### src/rtl/subq_pkg.sv
package subq_pkg;
    typedef enum logic [1:0] {
        ST_WAIT  = 2'd0,
        ST_READY = 2'd1,
        ST_READ  = 2'd2
    } rd_state_t;

    localparam logic [7:0] CMD_ADDR_FREE = 8'h89;
    localparam logic [7:0] CMD_ADDR_ONE  = 8'h09;
    localparam int         ADR_LSB       = 4;
    localparam int         ADR_W         = 4;
    localparam logic [3:0] ADR_MODE_ONE  = 4'd1;
endpackage

### src/rtl/subq_edge_sync.sv
module subq_edge_sync #(
    parameter int STAGES = 2
) (
    input  logic clk,
    input  logic rst_n,
    input  logic async_in,
    output logic rise
);
    logic [STAGES:0] pipe;

    always_ff @(posedge clk) begin
        if (!rst_n) pipe <= '0;
        else        pipe <= {pipe[STAGES-1:0], async_in};
    end

    assign rise = pipe[STAGES-1] & ~pipe[STAGES];
endmodule

### src/rtl/subq_shifter.sv
module subq_shifter #(
    parameter int W = 80
) (
    input  logic         clk,
    input  logic         rst_n,
    input  logic         load,
    input  logic [W-1:0] din,
    input  logic         shift,
    output logic         bit_out
);
    logic [W-1:0] sreg;

    always_ff @(posedge clk) begin
        if (!rst_n)     sreg <= '0;
        else if (load)  sreg <= din;
        else if (shift) sreg <= {1'b0, sreg[W-1:1]};
    end

    assign bit_out = sreg[0];


    idle_hold_chk: assert property (@(posedge clk) disable iff (!rst_n)
        (!load && !shift) |=> $stable(sreg));
endmodule

### src/rtl/subq_hold_timer.sv
module subq_hold_timer #(
    parameter int HOLD = 189_665
) (
    input  logic clk,
    input  logic rst_n,
    input  logic restart,
    input  logic run,
    output logic expired
);
    localparam int CW = $clog2(HOLD + 1);
    localparam logic [CW-1:0] LAST = CW'(HOLD - 1);

    logic [CW-1:0] cnt;

    always_ff @(posedge clk) begin
        if (!rst_n)                cnt <= '0;
        else if (restart)          cnt <= '0;
        else if (run && !expired)  cnt <= cnt + 1'b1;
    end

    assign expired = run && (cnt == LAST);


    cnt_range_chk: assert property (@(posedge clk) disable iff (!rst_n)
        cnt <= LAST);
endmodule

### src/rtl/subq_readout.sv
module subq_readout
    import subq_pkg::*;
#(
    parameter int FRAME_W     = 80,
    parameter int HOLD_CYCLES = 189_665,
    parameter int SYNC_STAGES = 2
) (
    input  logic               clk,
    input  logic               rst_n,
    input  logic [FRAME_W-1:0] frame_in,
    input  logic               frame_load,
    input  logic               crc_ok,
    input  logic [7:0]         cmd_byte,
    input  logic               cmd_stb,
    input  logic               shift_clk,
    input  logic               read_done,
    input  logic               cs_n,
    output logic               ready,
    output logic               sdo,
    output logic               sdo_oe
);
    rd_state_t state, state_nx;
    logic      addr_free;
    logic      sclk_rise, shift_ev, shift_do;
    logic      cap, qual, restart, expired, ser_bit;

    subq_edge_sync #(.STAGES(SYNC_STAGES)) u_sync (
        .clk(clk), .rst_n(rst_n), .async_in(shift_clk), .rise(sclk_rise)
    );

    assign shift_ev = sclk_rise & ~cs_n;
    assign shift_do = shift_ev & (state != ST_WAIT);
    assign qual     = crc_ok &
                      (addr_free || frame_in[ADR_LSB +: ADR_W] == ADR_MODE_ONE);
    assign cap      = frame_load &
                      ((state == ST_WAIT) ||
                       (state == ST_READY && !shift_ev && !read_done));
    assign restart  = cap & qual;

    subq_shifter #(.W(FRAME_W)) u_shift (
        .clk(clk), .rst_n(rst_n), .load(cap), .din(frame_in),
        .shift(shift_do), .bit_out(ser_bit)
    );

    subq_hold_timer #(.HOLD(HOLD_CYCLES)) u_timer (
        .clk(clk), .rst_n(rst_n), .restart(restart),
        .run(state == ST_READY), .expired(expired)
    );

    // mode register
    always_ff @(posedge clk) begin
        if (!rst_n) addr_free <= 1'b0;
        else if (cmd_stb) begin
            if (cmd_byte == CMD_ADDR_FREE)     addr_free <= 1'b1;
            else if (cmd_byte == CMD_ADDR_ONE) addr_free <= 1'b0;
        end
    end

    // state register
    always_ff @(posedge clk) begin
        if (!rst_n) state <= ST_WAIT;
        else        state <= state_nx;
    end

    // next state
    always_comb begin
        state_nx = state;
        unique case (state)
            ST_WAIT:  if (cap && qual) state_nx = ST_READY;
            ST_READY: begin
                if (read_done)     state_nx = ST_WAIT;
                else if (shift_ev) state_nx = ST_READ;
                else if (cap)      state_nx = qual ? ST_READY : ST_WAIT;
                else if (expired)  state_nx = ST_WAIT;
            end
            ST_READ:  if (read_done) state_nx = ST_WAIT;
            default:  state_nx = ST_WAIT;
        endcase
    end

    // outputs
    always_comb begin
        ready  = (state != ST_WAIT);
        sdo_oe = ~cs_n;
        sdo    = sdo_oe & ser_bit;
    end


    ready_src_chk: assert property (@(posedge clk) disable iff (!rst_n)
        $rose(ready) |-> $past(frame_load && crc_ok));


    done_drop_chk: assert property (@(posedge clk) disable iff (!rst_n)
        read_done |=> !ready);


    freeze_hold_chk: assert property (@(posedge clk) disable iff (!rst_n)
        (state == ST_READ && !read_done) |=> (state == ST_READ && ready));


    mode_free_chk: assert property (@(posedge clk) disable iff (!rst_n)
        (cmd_stb && cmd_byte == CMD_ADDR_FREE) |=> addr_free);
endmodule

### config.mk
export PLATFORM = sky130hd
export DESIGN_NAME = subq_readout
export DESIGN_NICKNAME = d
export VERILOG_FILES = /design/src/rtl/subq_pkg.sv /design/src/rtl/subq_edge_sync.sv /design/src/rtl/subq_shifter.sv /design/src/rtl/subq_hold_timer.sv /design/src/rtl/subq_readout.sv
export SDC_FILE = /design/constraint.sdc
export NUM_CORES = 1
export LEC_CHECK = 0
export BUFFER_PORTS_ARGS = -buffer_cell sky130_fd_sc_hd__buf_2
export CAP_MARGIN = 20
export CORE_MARGIN = 4
export CORE_UTILIZATION = 50
export DETAILED_ROUTE_END_ITERATION = 10
export PLACE_DENSITY = 0.82
export SETUP_SLACK_MARGIN = 0.15
export SLEW_MARGIN = 30
export SYNTH_ARGS = -nofsm -noshare
export SYNTH_HDL_FRONTEND = slang
export SYNTH_SLANG_ARGS = --single-unit
### constraint.sdc
create_clock -name clk -period 5.1 [get_ports clk]
set_input_delay 0.51 -clock clk [delete_from_list [all_inputs] [get_ports clk]]
set_output_delay 0.51 -clock clk [all_outputs]
set_load 0.01 [all_outputs]
# Yosys cells after proc, flatten, opt, wreduce, memory -nomap -nowiden
# Cells that the tools add are included.
# W data, S select, Z words.
dict set report word_totals {
  inputBits 96
  out_inout_bits 3
  register_bits 104
}
dict set report classes {
  bitwise 10
  muxes 12
  addsub 1
  eq_ne 9
  n_reduce_logical 17
}
# cell count
set op_table {}
lappend op_table {{$mux W80} 2}
lappend op_table {{$add A18 B1 Y18 const B} 1}
lappend op_table {{$eq A18 B18 Y1 const B} 1}
lappend op_table {{$mux W2} 6}
lappend op_table {{$eq A8 B4 Y1 const B} 1}
lappend op_table {{$eq A8 B8 Y1 const B} 1}
lappend op_table {{$and A1 B1 Y1} 7}
lappend op_table {{$pmux W2 S3} 1}
lappend op_table {{$reduce_bool A2 Y1} 3}
lappend op_table {{$logic_and A1 B1 Y1} 5}
lappend op_table {{$ne A5 B5 Y1 const B} 1}
lappend op_table {{$eq A4 B1 Y1 const B} 1}
lappend op_table {{$logic_not A1 Y1} 3}
lappend op_table {{$mux W1} 3}
lappend op_table {{$not A1 Y1} 3}
lappend op_table {{$reduce_and A3 Y1} 1}
lappend op_table {{$eq A2 B1 Y1 const B} 1}
lappend op_table {{$eq A2 B2 Y1 const B} 1}
lappend op_table {{$logic_not A2 Y1} 1}
lappend op_table {{$logic_or A1 B1 Y1} 2}
lappend op_table {{$ne A2 B1 Y1 const B} 1}
lappend op_table {{$ne A2 B2 Y1 const B} 1}
lappend op_table {{$reduce_and A2 Y1} 1}
lappend op_table {{$reduce_or A2 Y1} 1}

# Depth between registers and ports, before layout
dict set report logic_depth {
  ltp_word 12
  depth_mapped 8
}

# Modules after synthesis
# A second synthesis with hierarchy kept.
dict set report hier_totals {
  hier_cells 507
  hier_area_um2 5622.9
}
# mod seq_area_each_um2 area_each_um2 cells_per_inst n_inst
set modules_own_cells {}
lappend modules_own_cells {subq_shifter 1601.5 4324.1 355 1}
lappend modules_own_cells {subq_hold_timer 360.3 973.4 116 1}
lappend modules_own_cells {subq_readout 60.1 232.7 29 1}
lappend modules_own_cells {subq_edge_sync 60.1 92.6 7 1}

# Worst setup path before layout
# Ideal clock, no wire load.
dict set report synth_timing {
  path_type {input-to-reg}
  start {input port cs_n}
  end {register u_shift.sreg[51]}
  arrival_ns 1.680
  setup_time_ns 0.070
  required_ns 5.030
  cell_stages 7
  setup_slack_ns 3.350
  path_cell_list {nor3b_2 -> and2_1 -> buf_2 -> buf_2 -> buf_6 -> a22oi_1 -> a21oi_1}
}
dict set report synth_between {
  elab_chain_cells 8
  word_cells_on_any_way 10
}
# item line_no
set synth_lines {}
lappend synth_lines {{from (decl)} subq_readout.sv:17} ;# input logic cs_n,
lappend synth_lines {{$not A1 Y1 *} subq_readout.sv:31} ;# assign shift_ev = sclk_rise & ~cs_n;
lappend synth_lines {{$and A1 B1 Y1 *} subq_readout.sv:31}
lappend synth_lines {{$logic_not A1 Y1} subq_readout.sv:37} ;# (state == ST_READY && !shift_ev && !read_done));
lappend synth_lines {{$logic_and A1 B1 Y1 (2 in a row)} subq_readout.sv:37}
lappend synth_lines {{$logic_or A1 B1 Y1} subq_readout.sv:36} ;# ((state == ST_WAIT) ||
lappend synth_lines {{$and A1 B1 Y1} subq_readout.sv:35} ;# assign cap = frame_load &
lappend synth_lines {{$mux W80 / $reduce_bool A2 Y1 (equally long branches)} n/a}
lappend synth_lines {{to (signal assigned)} subq_shifter.sv:15} ;# else if (load) sreg <= din;
lappend synth_lines {{to (signal assigned)} subq_shifter.sv:16} ;# else if (shift) sreg <= {1'b0, sreg[W-1:1]};
lappend synth_lines {{to (decl)} subq_shifter.sv:11} ;# logic [W-1:0] sreg;
# Every way passes the cells marked *; elsewhere a longest branch is shown, timed or not.
# A chain may end at the register's enable or synchronous reset.

# Final worst setup path
dict set report layout_timing {
  start {register u_sync.pipe[1]}
  end {register u_shift.sreg[30]}
}
dict set report layout_between {
  elab_chain_cells 8
  word_cells_on_any_way 10
}
# item line_no
set layout_lines {}
lappend layout_lines {{from (decl)} subq_edge_sync.sv:9} ;# logic [STAGES:0] pipe;
lappend layout_lines {{from (signal assigned)} subq_edge_sync.sv:13} ;# else pipe <= {pipe[STAGES-1:0], async_in};
lappend layout_lines {{$and A1 B1 Y1 *} subq_edge_sync.sv:16} ;# assign rise = pipe[STAGES-1] & ~pipe[STAGES];
lappend layout_lines {{$and A1 B1 Y1 *} subq_readout.sv:31}
lappend layout_lines {{$logic_not A1 Y1} subq_readout.sv:37}
lappend layout_lines {{$logic_and A1 B1 Y1 (2 in a row)} subq_readout.sv:37}
lappend layout_lines {{$logic_or A1 B1 Y1} subq_readout.sv:36}
lappend layout_lines {{$and A1 B1 Y1} subq_readout.sv:35}
lappend layout_lines {{$mux W80 / $reduce_bool A2 Y1 (equally long branches)} n/a}
# Marks and branches as above.

==> metrics.csv <==
stage,metric,value,unit
placement,Post-DP HPWL,7.32,mm
setup_path,kind of critical path,reg -> reg,
sta,Setup TNS Final,0,ns
global_route,aggregate global routing overflow,0,
sta,Slew HR,0.474,
drt,DRT Wirelength,11.2,mm
final_layout,Final nets,673,
min_path,worst hold path class,in -> reg,
final_layout,Filler cells,763,
synthesis,register area share after synthesis,0.462,
die,Core Area,8760,um^2
setup_path,CP Capture Type,register,
final_layout,area delta synth->final,14.1,%
final_layout,most frequent cells in the layout,"dfxtp_1 (104), buf_2 (98), nand3_1 (84)",
placement,RD Place Congestion,0.871,
synthesis,post-synthesis sequential element count,104,
global_route,first-pass GRT wire length,17.6,mm
final_layout,share of cells above drive strength 1,0.226,
clocking,cts-stage hold buffer count,0,
die,Starting Density,0.515,
clocking,CTS sink cnt,104,
setup_path,Worst path slowest cell,and2_2,
sta,Final Hold Violating Endpoints,0,
sta,# setup viols final,0,
die,Die Area,10600,um^2
drt,total number of vias,4151,
run,max_cap viols,0,
outcome,status,finished clean,
synthesis,Syn Area/Cell,8.84,um^2
power,clock share of power,0.355,
sta,unrepaired setup endpoints after global routing,false,
drt,First DRT Iteration DRCs,254,
sta,clk_skew,0.0136,ns
global_route,pin count of the biggest net entering global routing,79,
synthesis,Synth async-reset ratio,0,
setup_path,cell family with the largest share of critical-path delay,simple AND/OR/NAND/NOR gates,
global_route,vias in the first global route,3826,
final_layout,area of the multi-input gates,2160,um^2
synthesis,Yosys warnings,0,
global_route,gr usage total,0.206,
power,Sw Ratio,0.253,
final_layout,Post-Layout Cell Count,688,
synthesis,Post-Syn Nets,608,
drt,WL per Instance,16.2,um
placement,port bufs,98,
setup_path,crit path cell chain,"nor3b_2, and2_2, buf_4, a22oi_1, a21oi_1",
synthesis,Post-synth top flop,dfxtp_1,
power,PD cells,302,nW/um^2
synthesis,Syn Inst Count,510,
clocking,Bufs on Longest Clock Path,2,
setup_path,CP bufs+invs,1,
sta,Period minus WS final,2.47,ns
die,site row count,34,
drt,DR DRC count,0,
placement,Area after DPL,4930,um^2
setup_path,CP Launch Type,register,
drt,TritonRoute pass-1 iters,5,
power,Leak,1.97,nW
sta,Final period util,0.483,
setup_path,crit path max fanout,42,
synthesis,"Distinct cells, synth",48,
die,die width,103,um
power,combinational power share,0.088,
clocking,H-tree lvl count,3,
global_route,initial antenna violation count,0,
clocking,CTS tree,done,
sta,Slew @ Worst Pin,0.790,ns
synthesis,Post-synth EDFFs,0,
setup_path,"slowest stage delay, CP",0.72,ns
clocking,# Post-CTS Setup Buffers,0,
die,num ports,99,
die,DIE HEIGHT,103,um
clocking,Skew-Pair Late Insertion Delay,0.36,ns
clocking,number of CTS-inserted buffers,9,
clocking,Root Driver,clkbuf_8,
power,Design Power,0.00156,W
sta,fmax,0.406,GHz
power,switching pwr,0.000394,W
final_layout,"commonest non-fill, non-tap cell in the layout",dfxtp_1,
drt,via/cell ratio,6.03,
drt,ANT nets after route,0,
clocking,PostCTS Resize Cnt,0,
placement,# placed instances,672,
synthesis,Syn Std Cell Area,4510,um^2
clocking,"Reg clk slew, reported paths",0.11,ns
power,P_int,0.00116,W
final_layout,antenna cells,0,
final_layout,register area,2080,um^2
sta,final max-slew violation count,0,
setup_path,"Req. time, crit path",5.39,ns
setup_path,Worst EP arrival,2.75,ns
power,Peak VDD IR,0.236,mV
final_layout,final instance area,5150,um^2
power,Flop pwr share,0.557,
## cell usage after synthesis, drive strengths merged (3+ instances only)
| cell type | instances | area, um^2 |
|---|---|---|
| dfxtp | 104 | 2080 |
| nand3 | 84 | 420 |
| a21oi | 83 | 415 |
| a22oi | 77 | 578 |
| buf | 30 | 176 |
| clkbuf | 19 | 71.3 |
| nor2 | 15 | 56.3 |
| nand2 | 13 | 48.8 |
| inv | 8 | 30.0 |
| nand4 | 6 | 37.5 |
| nor4 | 6 | 37.5 |
| o211ai | 6 | 45.0 |
| xnor2 | 6 | 52.6 |
| and2 | 5 | 33.8 |
| nor3 | 5 | 25.0 |
| xor2 | 5 | 43.8 |
| mux2i | 3 | 30.0 |
| o21ai | 3 | 18.8 |
## final timing paths
kind                                startpoint               end  slack (ns)  cells past startpoint
worst min-delay path                 shift_clk    u_sync.pipe[0]        0.36                      2
worst max register to register  u_sync.pipe[1]  u_shift.sreg[30]        2.63                      5
worst min register to register  u_sync.pipe[0]    u_sync.pipe[1]        0.45                      1
worst max-delay path            u_sync.pipe[1]  u_shift.sreg[30]        2.63                      5
## registers in the layout, indices dropped and copies added, names as in the netlist
| register | flops |
|---|---|
| state | 2 |
| u_timer.cnt | 18 |
| u_sync.pipe | 3 |
| u_shift.sreg | 80 |
| addr_free | 1 |
## metrics by stage
stage | util | setup slack [ns] | hold slack (ns)
floorplan | - | 3.35 | 0.412
global placement | 0.563 | 2.44 | 0.417
detailed placement | 0.563 | 2.33 | 0.432
CTS | 0.587 | 2.64 | 0.347
global route | 0.587 | 2.43 | 0.339
finish | 0.587 | 2.63 | 0.361
## power groups by stage
stage	combinational [W]	sequential (W)	clock (W)
finish	0.000137	0.000867	0.000553
global route	0.000152	0.000871	0.000597
floorplan	0.0000848	0.000879	0
detailed placement	0.000136	0.000885	0
global placement	0.000132	0.000883	0
CTS	0.000136	0.000866	0.000563
## layout make-up
class / count / area share
Clock inverter: 6 / 0.0153
Multi-Input combinational cell: 349 / 0.419
Tap cell: 108 / 0.0263
Sequential cell: 104 / 0.404
Inverter: 8 / 0.00583
Clock buffer: 10 / 0.0267
Timing Repair Buffer: 103 / 0.103
## per-layer routing
layer / vias up / global-route usage / part of all wire
met4: 0 / 0.0657 / 0.020
met2: 142 / 0.329 / 0.48
met3: 16 / 0.0467 / 0.062
met5: - / 0 / 0
met1: 1955 / 0.278 / 0.44
li1: 2038 / - / -
## cell families (layout without fill, tap and decap cells)
kind of cell    after synthesis  count (layout)  synth area share
mux                           4               4           0.00915
xor+xnor                     11              11            0.0214
fa+ha+maj                     2               2           0.00555
flops                       104             104             0.462
buf+inv                      57             127            0.0616
compound gates              179             179             0.258
simple gates                153             153             0.183
(Power assumes the default switching activity.)
